### config.mk
export PLATFORM = sky130hd
export DESIGN_NAME = useq_core
export DESIGN_NICKNAME = d
export VERILOG_FILES = /design/src/rtl/useq_pkg.sv /design/src/rtl/useq_inc.sv /design/src/rtl/useq_decode.sv /design/src/rtl/useq_lifo.sv /design/src/rtl/useq_core.sv
export SDC_FILE = /design/constraint.sdc
export NUM_CORES = 1
export LEC_CHECK = 0
export ABC_CLOCK_PERIOD_IN_PS = 3200
export BUFFER_PORTS_ARGS = -buffer_cell sky130_fd_sc_hd__buf_2
export CAP_MARGIN = 20
export CELL_PAD_IN_SITES_DETAIL_PLACEMENT = 1
export CELL_PAD_IN_SITES_GLOBAL_PLACEMENT = 2
export CORE_MARGIN = 2
export CORE_UTILIZATION = 40
export CTS_CLUSTER_SIZE = 25
export DETAILED_ROUTE_END_ITERATION = 8
export PLACE_DENSITY_LB_ADDON = 0.1
export RECOVER_POWER = 100
export SYNTH_ARGS = -nofsm -noshare
export SYNTH_HDL_FRONTEND = slang
export SYNTH_HIERARCHICAL = 1
export SYNTH_SLANG_ARGS = --single-unit
### constraint.sdc
create_clock -name clk -period 3.2 [get_ports clk]
set_clock_uncertainty 0.15 [all_clocks]
set_input_delay 0.64 -clock clk [delete_from_list [all_inputs] [get_ports clk]]
set_output_delay 0.64 -clock clk [all_outputs]
set_load 0.02 [all_outputs]
### src/rtl/useq_pkg.sv
package useq_pkg;
  typedef enum logic [2:0] {
    OP_LDZ  = 3'd0,
    OP_JSR  = 3'd1,
    OP_JMP  = 3'd2,
    OP_PUSH = 3'd3,
    OP_POP  = 3'd4,
    OP_RTN  = 3'd5,
    OP_JPP  = 3'd6,
    OP_PASS = 3'd7
  } op_e;

  typedef enum logic [2:0] {
    NS_HOLD,
    NS_INC,
    NS_BR,
    NS_TOP,
    NS_ZERO
  } nsel_e;
endpackage

### src/rtl/useq_inc.sv
module useq_inc #(
  parameter int W = 11
) (
  input  logic [W-1:0] a_i,
  output logic [W-1:0] sum_o
);
  logic [W:0] carry;
  assign carry[0] = 1'b1;
  for (genvar i = 0; i < W; i++) begin : g_ripple
    assign sum_o[i]   = a_i[i] ^ carry[i];
    assign carry[i+1] = a_i[i] & carry[i];
  end
endmodule

### src/rtl/useq_decode.sv
module useq_decode
  import useq_pkg::*;
#(
  parameter int BR_W = 7
) (
  input  logic            valid_i,
  input  logic [BR_W+4:0] instr_i,
  input  logic            test_i,
  output logic            push_o,
  output logic            pop_o,
  output nsel_e           nsel_o
);
  localparam int OP_LSB = BR_W + 2;

  op_e  op;
  logic taken;

  assign op    = op_e'(instr_i[OP_LSB +: 3]);
  assign taken = instr_i[BR_W+1] | (instr_i[BR_W] & test_i);

  always_comb begin
    push_o = 1'b0;
    pop_o  = 1'b0;
    nsel_o = NS_INC;
    if (!valid_i) begin
      nsel_o = NS_HOLD;
    end else if (taken) begin
      unique case (op)
        OP_LDZ:         nsel_o = NS_ZERO;
        OP_JSR:  begin  push_o = 1'b1; nsel_o = NS_BR;  end
        OP_JMP, OP_JPP: nsel_o = NS_BR;
        OP_PUSH:        push_o = 1'b1;
        OP_POP:         pop_o  = 1'b1;
        OP_RTN:  begin  pop_o  = 1'b1; nsel_o = NS_TOP; end
        default:        nsel_o = NS_INC;
      endcase
    end
  end
endmodule

### src/rtl/useq_lifo.sv
module useq_lifo #(
  parameter int W     = 11,
  parameter int DEPTH = 8
) (
  input  logic         clk,
  input  logic         rst,
  input  logic         push_i,
  input  logic         pop_i,
  input  logic [W-1:0] din_i,
  output logic [W-1:0] top_o,
  output logic         ovf_o,
  output logic         unf_o
);
  localparam int CW = $clog2(DEPTH + 1);
  localparam int IW = (DEPTH > 1) ? $clog2(DEPTH) : 1;

  logic [W-1:0]  mem [DEPTH];
  logic [CW-1:0] cnt_q;
  logic          full, empty;

  assign full  = (cnt_q == CW'(DEPTH));
  assign empty = (cnt_q == '0);
  assign top_o = empty ? '0 : mem[IW'(cnt_q - CW'(1))];

  always_ff @(posedge clk) begin
    if (rst) begin
      cnt_q <= '0;
      ovf_o <= 1'b0;
      unf_o <= 1'b0;
    end else begin
      ovf_o <= push_i & full;
      unf_o <= pop_i & empty;
      if (push_i) begin
        if (full) begin
          mem[IW'(DEPTH - 1)] <= din_i;
        end else begin
          mem[IW'(cnt_q)] <= din_i;
          cnt_q <= cnt_q + CW'(1);
        end
      end else if (pop_i && !empty) begin
        cnt_q <= cnt_q - CW'(1);
      end
    end
  end

  assert_depth_bound_R8: assert property (@(posedge clk) disable iff (rst)
    cnt_q <= CW'(DEPTH));

  assert_ovf_full_R11: assert property (@(posedge clk) disable iff (rst)
    (push_i && full) |=> (ovf_o && full && top_o == $past(din_i)));

  assert_unf_empty_R12: assert property (@(posedge clk) disable iff (rst)
    (pop_i && empty) |=> (unf_o && empty));

  assert_no_spurious_ovf_R11: assert property (@(posedge clk) disable iff (rst)
    !(push_i && full) |=> !ovf_o);
endmodule

### src/rtl/useq_core.sv
module useq_core
  import useq_pkg::*;
#(
  parameter int PC_W  = 11,
  parameter int BR_W  = 7,
  parameter int DEPTH = 8
) (
  input  logic                 clk,
  input  logic                 rst,
  input  logic                 instr_v_i,
  input  logic [BR_W+4:0]      instr_i,
  input  logic                 test_i,
  output logic [PC_W-1:0]      upc_o,
  output logic                 ovf_o,
  output logic                 unf_o
);
  localparam int OP_LSB = BR_W + 2;

  logic [PC_W-1:0] upc_q, upc_inc, upc_nxt, stk_top, br_ext;
  logic            do_push, do_pop;
  nsel_e           nsel;

  assign br_ext = PC_W'(instr_i[BR_W-1:0]);

  useq_inc #(.W(PC_W)) inc_i (
    .a_i   (upc_q),
    .sum_o (upc_inc)
  );

  useq_decode #(.BR_W(BR_W)) dec_i (
    .valid_i (instr_v_i),
    .instr_i (instr_i),
    .test_i  (test_i),
    .push_o  (do_push),
    .pop_o   (do_pop),
    .nsel_o  (nsel)
  );

  useq_lifo #(.W(PC_W), .DEPTH(DEPTH)) stk_i (
    .clk    (clk),
    .rst    (rst),
    .push_i (do_push),
    .pop_i  (do_pop),
    .din_i  (upc_inc),
    .top_o  (stk_top),
    .ovf_o  (ovf_o),
    .unf_o  (unf_o)
  );

  always_comb begin
    unique case (nsel)
      NS_HOLD: upc_nxt = upc_q;
      NS_BR:   upc_nxt = br_ext;
      NS_TOP:  upc_nxt = stk_top;
      NS_ZERO: upc_nxt = '0;
      default: upc_nxt = upc_inc;
    endcase
  end

  always_ff @(posedge clk) begin
    if (rst) upc_q <= '0;
    else     upc_q <= upc_nxt;
  end

  assign upc_o = upc_q;

  logic taken_chk;
  assign taken_chk = instr_i[BR_W+1] | (instr_i[BR_W] & test_i);

  assert_hold_R13: assert property (@(posedge clk) disable iff (rst)
    (!instr_v_i && !rst) |=> ($stable(upc_q) && !ovf_o && !unf_o));

  assert_not_taken_R2: assert property (@(posedge clk) disable iff (rst)
    (instr_v_i && !taken_chk) |=> (upc_q == $past(upc_q) + PC_W'(1)));

  assert_pass_R9: assert property (@(posedge clk) disable iff (rst)
    (instr_v_i && instr_i[OP_LSB +: 3] == 3'b111) |=> (upc_q == $past(upc_q) + PC_W'(1)));

  assert_ldz_R3: assert property (@(posedge clk) disable iff (rst)
    (instr_v_i && taken_chk && instr_i[OP_LSB +: 3] == 3'b000) |=> (upc_q == '0));

  assert_call_R5: assert property (@(posedge clk) disable iff (rst)
    (instr_v_i && taken_chk && instr_i[OP_LSB +: 3] == 3'b001) |=> (upc_q == $past(br_ext)));

  assert_return_R6: assert property (@(posedge clk) disable iff (rst)
    (instr_v_i && taken_chk && instr_i[OP_LSB +: 3] == 3'b101) |=> (upc_q == $past(stk_top)));

  assert_wrap_R10: assert property (@(posedge clk) disable iff (rst)
    (instr_v_i && upc_q == '1 && instr_i[OP_LSB +: 3] == 3'b111) |=> (upc_q == '0));
endmodule

==> reports/results.ini <==
[power]
seq_power_share_pct=53.2
total_power_mw=2.873
power.internal_mw=2.174
p_switching_uw=699.4
irDropWorstVdd_v=0.0004823
pwr_density_cell_mw_per_mm2=535.1
p_comb_share_pct=9.1
switching_share_pct=24.34
pwr-share-clk_pct=37.7
p_leak_nw=1.877

[layout]
drive_gt1_share_pct=15.93
diodes=0
area_growth_pct=12.57
multi_input_area_mm2=0.001647
fin_nets=389
fillers=1174
ff_latch_area_mm2=0.002983

[floorplan]
ios=29
core_mm2=0.01152
die_h_um=113.2
initial_utilization_pct=41.42
rows=39
die_area_mm2=0.01281
dieWidth_um=113.2

[setup_path]
cp-end-kind=flop
cp_common_cell=ha_1
regToRegEndpoint=stk_i/mem[6][10]$_DFFE_PP_
path_max_fanout=8
slowest_stage=dfxtp_1
worstRegToRegCells=11
path_cells=ha_1 -> ha_1 -> ha_1 -> ha_1 -> ha_1 -> ha_1 -> ha_1 -> ha_1 -> ha_1 -> xor2_1 -> clkbuf_1
slowest_delay_ns=0.34
cp-start-kind=flop
crit_path_end=stk_i/mem[6][10]$_DFFE_PP_
crit_cells=11
path_class=reg -> reg
crit_start=upc_o[0]$_SDFFE_PP0P_
path_buf_inv=1
cp_top_family=adder cells
worst_ep_required_time_ns=3.18
r2r_start=upc_o[0]$_SDFFE_PP0P_
cp_data_arrival_time_ns=2.91
rrSetupSlack_ns=0.26

[logic_synthesis]
yosysTopAreaCellShare_pct=55.40
yosysSeqAreaShare_pct=62.54
ys.flop_type=edfxtp_1
syn_area_mm2=0.004770
synth_common_cells=edfxtp_1 (88), o21ai_0 (29), nor2_1 (20)
synthTopCellsByArea=edfxtp_1 (55%), dfxtp_1 (7.1%), mux4_1 (6.6%)
synth_cell_types=43
syn_nets=345
yosysMostFrequentCell=edfxtp_1
ys_ff_latch=105
synth_top_cell_by_area=edfxtp_1
synth_edf_count=88
ys_warn_count=6
synthArstFlopShare_pct=0
syn_area_per_cell_um2=15.14
syn_inst=315

[global_routing]
antenna_found_initial=0
grt_max_degree=28
grt_pass1_vias=2974
overflow=0
grt_pass1_wl_um=17650
grt_usage_pct=18.93

[hold_path]
hp-class=reg -> reg
min_from=upc_o[10]$_SDFFE_PP0P_

[place]
dp_hpwl_um=7610
io_buffer_count=28
place.gp.congestion=0.7249

[drt]
wirelength_um=11300
first_pass_iters=6
drt_iter0_drc=128
wl_per_cell_um=22.28
ant_nets=0
avgViaCountPerCell=5.641
drcViolationCount=3
vias=2860

[timing]
setup_viol=0
max_freq_ghz=0.3405
finalMaxSlewViolations=0
timing.final.crit_share_pct=91.76
setup_tns_ns=0
rsz0062_at_grt=false
min_period_ns=2.936
hold_viol=0
slew_headroom_pct=56.37
tightest_slew_ns=0.6544

[clock_tree]
post-cts-setup-buffer-count=0
insertion_delay_ns=0.35
ctsResizeCount=0
cts_tree=built
clk_root_buffer_cell=clkbuf_16
htreeDepth=3
clk_pin_slew_ns=0.07
cts_buffers=9
cts_hold_buf=0
cts_max_path_buffers=2
clock-sinks=105

[job]
maxCapViolCount=0

[status]
violations=design-rule violations
status=complete, but fails checks

==> state kept, by name (all words and copies together), names as in the netlist <==
| name | cells |
|---|---|
| stk_i/ovf_o | 1 |
| stk_i/mem | 88 |
| upc_o | 11 |
| stk_i/cnt_q | 4 |
| stk_i/unf_o | 1 |
==> power by group through the flow <==
| stage | combinational, mW | sequential (mW) | clock (mW) |
|---|---|---|---|
| after CTS | 0.274 | 1.53 | 1.11 |
| after global placement | 0.269 | 1.56 | 0 |
| final | 0.261 | 1.53 | 1.08 |
| after global routing | 0.291 | 1.53 | 1.16 |
| after floorplan | 0.170 | 1.57 | 0 |
| after detailed placement | 0.273 | 1.56 | 0 |
==> cells by family after synthesis <==
family          synth area share (%)
flops                          62.54
compound gates                 9.155
simple gates                   7.136
mux                            13.54
buf+inv                        3.043
fa+ha+maj                      3.673
xor+xnor                      0.9181
==> layout by cell type, fill, tap and decap left out, types with 2 or more instances in the layout <==
master and instances:
ha_1 14, clkbuf_2 5, a21oi_2 2, a21oi_1 9
clkbuf_1 24, mux4_2 10, a211oi_1 2, nand2_1 19
nor2_1 20, nor4b_1 2, nor2b_1 4, a311oi_1 5
buf_4 9, buf_2 14, nand2b_1 5, inv_1 5
a31oi_1 5, clkbuf_16 9, edfxtp_1 88, o21ai_0 29
o21a_1 6, nand4_1 5, dfxtp_1 17, nor3b_1 4
inv_6 2, o22ai_1 6, mux4_1 12, nor3_1 2
clkinv_4 2, mux2i_1 9, xnor2_1 4
==> per-stage QoR <==
stage	std cells	cell area (um^2)	util (%)	worst slack, ns	hold WS [ns]
global placement	491	5161	44.82	0.3637	0.3751
global route	507	5369	46.62	0.04545	0.4081
floorplan	315	4770	-	0.1120	0.3679
CTS	507	5450	47.33	0.2798	0.3884
finish	507	5369	46.62	0.2636	0.3886
detailed placement	491	5161	44.82	0.3217	0.3768
==> routing by layer <==
metal	up-vias	GRT usage [%]	wire length, um
li1	1330	-	-
met1	1458	25.03	5110
met2	56	31.10	5507
met3	16	4.553	444
met4	0	5.935	233
met5	-	0	0
==> final cells by class <==
class / count / area share [%]
Sequential cell: 105 / 55.56
Clock inverter: 5 / 0.8623
Clock buffer: 11 / 4.521
Inverter: 6 / 0.4195
Multi-Input combinational cell: 186 / 30.67
Tap cell: 143 / 3.333
Timing Repair Buffer: 51 / 4.638
==> worst register-to-register path, cell delays in order (launching register included) <==
cell and delay (ns):
dfxtp_1 0.34, ha_1 0.21, ha_1 0.18, ha_1 0.18, ha_1 0.18, ha_1 0.18
ha_1 0.19, ha_1 0.19, ha_1 0.18, ha_1 0.19, xor2_1 0.22, clkbuf_1 0.32
==> how the worst min path moves through the flow <==
| stage | cells after the start | slack [ns] | end |
|---|---|---|---|
| after floorplan | 2 | 0.37 | stk_i/ovf_o$_SDFF_PP0_ |
| after global placement | 2 | 0.38 | upc_o[7]$_SDFFE_PP0P_ |
| after detailed placement | 2 | 0.38 | upc_o[7]$_SDFFE_PP0P_ |
| after CTS | 2 | 0.39 | upc_o[7]$_SDFFE_PP0P_ |
| after global routing | 2 | 0.41 | upc_o[7]$_SDFFE_PP0P_ |
| final | 2 | 0.39 | upc_o[10]$_SDFFE_PP0P_ |
Note: power is estimated with default switching activity, not from simulation.
